--- config.mk ---
export PLATFORM = sky130hd
export DESIGN_NAME = vic_top
export DESIGN_NICKNAME = d
export VERILOG_FILES = /design/src/rtl/vic_pkg.sv /design/src/rtl/vic_gate.sv /design/src/rtl/vic_arbiter.sv /design/src/rtl/vic_stack.sv /design/src/rtl/vic_top.sv
export SDC_FILE = /design/constraint.sdc
export NUM_CORES = 1
export LEC_CHECK = 0
export BUFFER_PORTS_ARGS = -buffer_cell sky130_fd_sc_hd__buf_2
export CAP_MARGIN = 20
export CORE_UTILIZATION = 47
export DETAILED_ROUTE_END_ITERATION = 16
export HOLD_SLACK_MARGIN = 0.1
export PLACE_DENSITY = 0.88
export SYNTH_ARGS = -nofsm -noshare
export SYNTH_HDL_FRONTEND = slang
export SYNTH_SLANG_ARGS = --single-unit
--- constraint.sdc ---
create_clock -name clk -period 5.4 [get_ports clk]
set_input_delay 1.08 -clock clk [delete_from_list [all_inputs] [get_ports clk]]
set_output_delay 1.08 -clock clk [all_outputs]
set_load 0.005 [all_outputs]
--- src/rtl/vic_pkg.sv ---
package vic_pkg;

    localparam int NSRC     = 15;
    localparam int NBASE    = 7;
    localparam int NEXT     = NSRC - NBASE;
    localparam int NRAW     = 19;
    localparam int SW       = $clog2(NSRC);
    localparam int VW       = 16;
    localparam int NHWCLR   = 4;
    localparam int VEC_BASE = 3;
    localparam int VEC_STEP = 8;

    typedef struct packed {
        logic          valid;
        logic          lvl;
        logic [SW-1:0] idx;
    } pick_t;

    // raw flag index -> source index
    function automatic int src_of_raw(int r);
        if (r < 4)  return r;
        if (r < 6)  return 4;
        if (r == 6) return 5;
        if (r < 11) return 6;
        return r - 4;
    endfunction

    function automatic logic [VW-1:0] vec_of(logic [SW-1:0] n);
        return VW'(VEC_BASE + VEC_STEP * int'(n));
    endfunction

endpackage

--- src/rtl/vic_gate.sv ---
module vic_gate
    import vic_pkg::*;
#(
    parameter int N_SRC  = NSRC,
    parameter int N_BASE = NBASE,
    parameter int N_RAW  = NRAW
) (
    input  logic [N_RAW-1:0]        raw_flag,
    input  logic [N_BASE:0]         ie_base,
    input  logic [N_SRC-N_BASE-1:0] ie_ext,
    input  logic [N_BASE-1:0]       ip_base,
    input  logic [N_SRC-N_BASE-1:0] ip_ext,
    output logic [N_SRC-1:0]        elig,
    output logic [N_SRC-1:0]        lvl
);
    logic [N_SRC-1:0] merged;
    logic [N_SRC-1:0] en_all;

    // OR the raw flags of each merged group into one request line
    always_comb begin
        merged = '0;
        for (int r = 0; r < N_RAW; r++) begin
            merged[src_of_raw(r)] = merged[src_of_raw(r)] | raw_flag[r];
        end
    end

    assign en_all = {ie_ext, ie_base[N_BASE-1:0]};
    assign lvl    = {ip_ext, ip_base};
    assign elig   = merged & en_all & {N_SRC{ie_base[N_BASE]}};

endmodule

--- src/rtl/vic_arbiter.sv ---
module vic_arbiter
    import vic_pkg::*;
#(
    parameter int N_SRC = NSRC
) (
    input  logic             clk,
    input  logic             rst,
    input  logic [N_SRC-1:0] elig,
    input  logic [N_SRC-1:0] lvl,
    input  logic [1:0]       svc,
    output pick_t            pick
);
    logic [N_SRC-1:0] hi_req, lo_req;
    logic             hi_any, lo_any;
    logic [SW-1:0]    hi_idx, lo_idx;
    logic             hi_ok, lo_ok;

    assign hi_req = elig & lvl;
    assign lo_req = elig & ~lvl;
    assign hi_ok  = !svc[1];
    assign lo_ok  = (svc == 2'b00);

    // scan downward so the lowest index is the last one written
    always_comb begin
        hi_any = 1'b0;
        lo_any = 1'b0;
        hi_idx = '0;
        lo_idx = '0;
        for (int i = N_SRC - 1; i >= 0; i--) begin
            if (hi_req[i]) begin
                hi_any = 1'b1;
                hi_idx = SW'(i);
            end
            if (lo_req[i]) begin
                lo_any = 1'b1;
                lo_idx = SW'(i);
            end
        end
    end

    always_comb begin
        pick = '0;
        if (hi_any && hi_ok) begin
            pick.valid = 1'b1;
            pick.lvl   = 1'b1;
            pick.idx   = hi_idx;
        end else if (lo_any && lo_ok) begin
            pick.valid = 1'b1;
            pick.lvl   = 1'b0;
            pick.idx   = lo_idx;
        end
    end

    // the chosen source really is eligible at the reported level
    a_r2_pick_is_eligible: assert property (@(posedge clk) disable iff (rst)
        pick.valid |-> (elig[pick.idx] && (lvl[pick.idx] == pick.lvl)));

    // a low-level pick only when no admissible high-level request exists
    a_r3_high_first: assert property (@(posedge clk) disable iff (rst)
        (pick.valid && !pick.lvl) |-> !((|(elig & lvl)) && !svc[1]));

endmodule

--- src/rtl/vic_stack.sv ---
module vic_stack (
    input  logic       clk,
    input  logic       rst,
    input  logic       take,
    input  logic       take_lvl,
    input  logic       reti,
    output logic [1:0] svc
);
    always_ff @(posedge clk) begin
        if (rst) begin
            svc <= 2'b00;
        end else if (take) begin
            svc[take_lvl] <= 1'b1;
        end else if (reti) begin
            if (svc[1]) svc[1] <= 1'b0;
            else        svc[0] <= 1'b0;
        end
    end

    // a vector is only taken above every level already in service
    a_r8_take_above: assert property (@(posedge clk) disable iff (rst)
        take |-> (take_lvl ? !svc[1] : (svc == 2'b00)));

    // return pops the high level first and keeps the low bit
    a_r9_pop_high: assert property (@(posedge clk) disable iff (rst)
        (reti && !take && svc[1]) |=> (!svc[1] && (svc[0] == $past(svc[0]))));

    a_r9_pop_low: assert property (@(posedge clk) disable iff (rst)
        (reti && !take && !svc[1]) |=> (svc == 2'b00));

endmodule

--- src/rtl/vic_top.sv ---
module vic_top
    import vic_pkg::*;
#(
    parameter int N_SRC  = NSRC,
    parameter int N_BASE = NBASE,
    parameter int N_RAW  = NRAW,
    parameter int N_HW   = NHWCLR
) (
    input  logic                    clk,
    input  logic                    rst,
    input  logic [N_RAW-1:0]        raw_flag,
    input  logic [N_BASE:0]         ie_base,
    input  logic [N_SRC-N_BASE-1:0] ie_ext,
    input  logic [N_BASE-1:0]       ip_base,
    input  logic [N_SRC-N_BASE-1:0] ip_ext,
    input  logic                    insn_bnd,
    input  logic                    vec_ack,
    input  logic                    reti,
    output logic                    irq_req,
    output logic [VW-1:0]           irq_vec,
    output logic [N_SRC-1:0]        flag_clr,
    output logic [1:0]              in_svc
);
    logic [N_SRC-1:0] elig, lvl;
    pick_t            pick, pick_q;
    logic             pend_q;
    logic [N_SRC-1:0] clr_q;
    logic             sample, take;

    vic_gate #(.N_SRC(N_SRC), .N_BASE(N_BASE), .N_RAW(N_RAW)) u_gate (
        .raw_flag(raw_flag),
        .ie_base (ie_base),
        .ie_ext  (ie_ext),
        .ip_base (ip_base),
        .ip_ext  (ip_ext),
        .elig    (elig),
        .lvl     (lvl)
    );

    vic_arbiter #(.N_SRC(N_SRC)) u_arb (
        .clk (clk),
        .rst (rst),
        .elig(elig),
        .lvl (lvl),
        .svc (in_svc),
        .pick(pick)
    );

    assign sample = insn_bnd && !reti && !pend_q && pick.valid;
    assign take   = pend_q && vec_ack;

    always_ff @(posedge clk) begin
        if (rst) begin
            pend_q <= 1'b0;
            pick_q <= '0;
            clr_q  <= '0;
        end else begin
            clr_q <= '0;
            if (take) begin
                pend_q <= 1'b0;
                if (int'(pick_q.idx) < N_HW)
                    clr_q <= N_SRC'(1) << pick_q.idx;
            end else if (sample) begin
                pend_q <= 1'b1;
                pick_q <= pick;
            end
        end
    end

    vic_stack u_stack (
        .clk     (clk),
        .rst     (rst),
        .take    (take),
        .take_lvl(pick_q.lvl),
        .reti    (reti),
        .svc     (in_svc)
    );

    assign irq_req  = pend_q;
    assign irq_vec  = pend_q ? vec_of(pick_q.idx) : '0;
    assign flag_clr = clr_q;

    // presented vector holds until acknowledged
    a_r6_vec_hold: assert property (@(posedge clk) disable iff (rst)
        (irq_req && !vec_ack) |=> (irq_req && $stable(irq_vec)));

    // clear strobe is one-hot and only follows an acknowledge
    a_r7_clr_onehot: assert property (@(posedge clk) disable iff (rst)
        $onehot0(flag_clr));

    a_r7_clr_after_ack: assert property (@(posedge clk) disable iff (rst)
        (|flag_clr) |-> $past(irq_req && vec_ack));

    // a request only appears after a boundary
    a_r11_req_at_bnd: assert property (@(posedge clk) disable iff (rst)
        $rose(irq_req) |-> $past(insn_bnd && !reti));

endmodule

==> run summary <==
The worst hold path terminates at flag_clr[1]. The average size of a mapped cell was 8.68 µm²; the total DRC errors in the routed layout was 0. The detail route stage leaves a number of antenna-violating nets equal to 0. The tools report the design internal power as 0.259 mW.

The tools report the worst-case headroom to the max-slew limit as 0.631. The die covers 3520 µm². The total routing resource utilization after global routing came out at 0.201.

0 antenna diodes ended up in the layout. The number of standard cells after synthesis came out at 178. The finished layout holds 306 standard cells, fillers aside. Once placement finished, the instance area stood at 1930 µm². Setup total negative slack on the finished layout was measured at 0 ns. The length in cells of the worst reg-to-reg path is 4, and the number of iterations in the first detailed-routing pass is 4. Portion of total power attributed to sequential cells: 0.506. Share of synthesized area spent on multiplexers: 0. For the pin with the worst max-slew slack, the measured transition is 0.551 ns. Relative to the synthesized area, the layout overhead comes to 26.4%.

The area share of xor/xnor cells in the synthesized design came out at 0. The total count of max-transition violations in the final report came out at 0. In this run the power density over the cells is 192 nW/µm².

In this run the most critical hold path is launched from pick_q[3]. The time the worst path needs with I/O delays and setup was 2.94 ns; the sum of buffers and inverters on the critical path was 1. The run gives 1,607 as the routed via count. Initial antenna violation count: 0. Of all nets on the critical path, the largest fanout is 31.

Entering global routing, the biggest net connects 32 pins. The share of post-route cells with drive strength above 1 was 0.370; the total congestion overflow was 0. In this run the count of I/O pins placed on the die edge is 89. The worst-case IR drop observed on VDD is 0.0917 mV. For the post-DP HPWL, the log shows 2960 µm. The clock transition time at the flip-flop clock pins of the worst setup and hold paths was 0.12 ns; the highest clock rate was 340 MHz. The tools report the number of global-route vias before repair as 1,308. In this run the cell area of the synthesized design comes to 1550 µm². Yosys printed 0 warnings.

The final net count is 318, and the final weighted congestion in routability-driven placement is 0.920. Setup violations remaining at the end of the flow were counted as 0. The run gives 0 as the number of setup buffers added after CTS. Setup repair after global routing left no endpoint under its margin. The tools report the hold violation count in the final report as 0.

The clock group share of total power is 0.199. In this design, the stage delay of the slowest critical-path cell is 0.51 ns. The share of the clock period used by the worst path works out to 0.545.

The net switching fraction of the power is 0.309. The total CTS buffers is 3. The post-synthesis share of cell area spent on and, or, nand and nor gates was 0.386; the critical path required time was 5.58 ns. The clock drives 23 sinks. The clock passes through at most 2 buffers. The adder-cell area share of the yosys netlist was 0. Kind of launch point of the worst setup path: a primary input. TritonCTS built the clock tree. The first global-routing pass estimated 5470 µm of wire.

The root buffer cell chosen for the clock tree is clkbuf_4. The smallest setup slack after layout is 2.46 ns. The final routed wire length divided by cell count was 11.7 µm; the slack of the worst reg-to-reg path was 3.57 ns.

The critical path goes through buf_2 -> o211ai_1 -> o21ai_1 -> nor4_4 -> a2111oi_4 -> or2_1 -> a311oi_2. The total of buffers placed on input and output ports came out at 78. Fill cells in the final layout number 304.

The effective utilization at floorplan is 0.502. Summing all multi-input logic gate instances after layout gives 1020 µm². OpenSTA, run right after detailed placement, puts the worst setup slack at 2.17 ns. The worst setup path is captured at a flop. Grouping stages by cell kind, the critical path spends the most delay in compound AO/OA/AOI/OAI gates. The switching power of the nets came out at 0.116 mW. The critical path is of the in2reg type. For the part of the Yosys area used for sequential elements, the log shows 0.298. The endpoint of the worst-slack reg-to-reg timing path is pick_q[0].

The run gives 3.13 ns as the endpoint arrival time on the critical path. The flow ran to the end, and the final reports show no timing, DRC or antenna violations. With fillers left out, the area of the finished cells amounts to 1950 µm². After floorplanning, the core was divided into 20 placement rows. In this run the static leakage power is 0.914 nW. The CTS H-tree depth was 1. The combinational group share of total power is 0.295, and the number of buffers inserted for hold repair after clock tree synthesis is 0. The via density per instance is 5.25.

Across the whole layout, storage elements account for 460 µm². After detailed routing, the total wire length is 3570 µm. The tools report the post-route total power as 0.375 mW.

After synthesis, the largest family of logic cells by area is simple AND/OR/NAND/NOR gates. For this block, the initial DRC count from the detailed router was 59. The worst hold path belongs to the class reg2reg. In this run, post-CTS repair resized a total of 0 instances. Once placement completed, the tool counted placed cells totaling 302. The count of state elements after synthesis was 23; the max-cap violation count was 0. Startpoint of the lowest-slack register-to-register path: u_stack.svc[1].

The region available for standard cell placement spans 3080 µm². The count of cells along the worst hold path came out at 1. Among all stages on the critical path, the largest delay is contributed by a2111oi_4. The compound-gate portion of the synthesized area was 0.223; the chip height was 59.3 µm.

In this run the horizontal extent of the chip is 59.3 µm. The clock reaches the later pin of the worst-skew pair after 0.30 ns. In this run, distinct cell masters in the synthesized netlist total 49. The worst clock skew is 0.00961 ns.
[cells by family (layout without fill, tap and decap cells)]
group	Yosys count	in the layout
compound gates	46	46
buf+inv	18	82
flops	23	23
other cells	1	21
simple gates	90	90
[worst max path at each step]
stage / to / start / cells past startpoint / slack, ns
after floorplan: pick_q[0] / ie_base[7] / 8 / 2.72
after global placement: pick_q[0] / ie_base[7] / 7 / 2.24
after detailed placement: pick_q[1] / ie_base[7] / 7 / 2.17
after CTS: pick_q[0] / ie_base[7] / 7 / 2.49
after global routing: pick_q[1] / ie_base[7] / 7 / 2.31
final: pick_q[0] / ie_base[7] / 7 / 2.46
[placed cells by master, fill, tap and decap left out, drive strengths merged, types with 2 or more instances in the layout]
master    n
a211o     2
nor3b     2
clkbuf    3
o2111ai   2
nor3      5
or4       2
o31ai     2
nor2b     2
and2      4
o21ai    11
a21oi     8
o211ai    4
or3       2
conb     21
or2       2
nand3     8
nor4      4
buf      78
nand4b    8
nand3b    4
a211oi    4
a31oi     2
nor2     15
o21a      2
dfxtp    23
nand4    15
nand2b    4
nand2    11
a311oi    2
[through the flow]
step / util / hold WS (ns)
3_3_place_gp: 0.626 / 0.479
4_1_cts: 0.635 / 0.494
3_5_place_dp: 0.626 / 0.474
5_1_grt: 0.635 / 0.528
6_report: 0.635 / 0.506
2_1_floorplan: - / 0.435
[power by group through the flow]
stage	clock network, mW	registers (mW)	logic (mW)
after floorplan	0	0.191	0.0765
after global placement	0	0.193	0.107
after detailed placement	0	0.194	0.110
after CTS	0.0764	0.190	0.110
after global routing	0.0858	0.192	0.123
final	0.0746	0.190	0.111
[state kept, by name, summed over array words and instances, names as in the netlist]
name         count
pick_q           5
flag_clr        15
irq_req          1
u_stack.svc      2
[synthesized netlist by cell type, drive strengths merged]
master | instances | area share
buf | 15 | 0.083
nand4b | 8 | 0.045
and2 | 4 | 0.016
clkbuf | 3 | 0.0073
o2111ai | 2 | 0.011
nor2b | 2 | 0.0081
o21bai | 1 | 0.0049
o211ai | 4 | 0.019
nand2b | 4 | 0.016
and4b | 1 | 0.0065
nor4bb | 1 | 0.0065
a311oi | 2 | 0.015
a211o | 2 | 0.011
nand2 | 11 | 0.027
o21ai | 11 | 0.038
a31oi | 2 | 0.0081
or3 | 2 | 0.0081
dfxtp | 23 | 0.30
o31ai | 2 | 0.0097
nor3 | 5 | 0.019
or2 | 2 | 0.0081
nor2 | 15 | 0.036
o2111a | 1 | 0.0073
nand3b | 4 | 0.019
nand4 | 15 | 0.085
nand3 | 8 | 0.029
o21a | 2 | 0.0097
a31o | 1 | 0.0057
a2111oi | 1 | 0.018
a32oi | 1 | 0.0057
o31a | 1 | 0.0057
a21oi | 8 | 0.026
conb | 1 | 0.0024
or4 | 2 | 0.0097
o22ai | 1 | 0.0041
a211oi | 4 | 0.023
nor4 | 4 | 0.036
nor3b | 2 | 0.0097
[worst reg2reg max path: stages, from the launching register on]
cell       delay, ns
dfxtp_1         0.45
or4_1           0.57
a211oi_2        0.30
o2111ai_1       0.18
a311oi_2        0.25
[routing by layer]
layer / GRT usage / share of wire / wire length (µm)
met1: 0.258 / 0.44 / 1570
met2: 0.345 / 0.50 / 1790
met3: 0.0502 / 0.054 / 194
met4: 0.0272 / 0.0039 / 14
met5: 0 / 0 / 0
[layout make-up]
type	count	area share
sequential	23	0.236
multi-input combinational	157	0.522
clock buffer	3	0.0115
tap	44	0.0282
clock inverter	1	0.00256
timing repair buffer	78	0.200
Note: power is estimated with default switching activity, not from simulation.
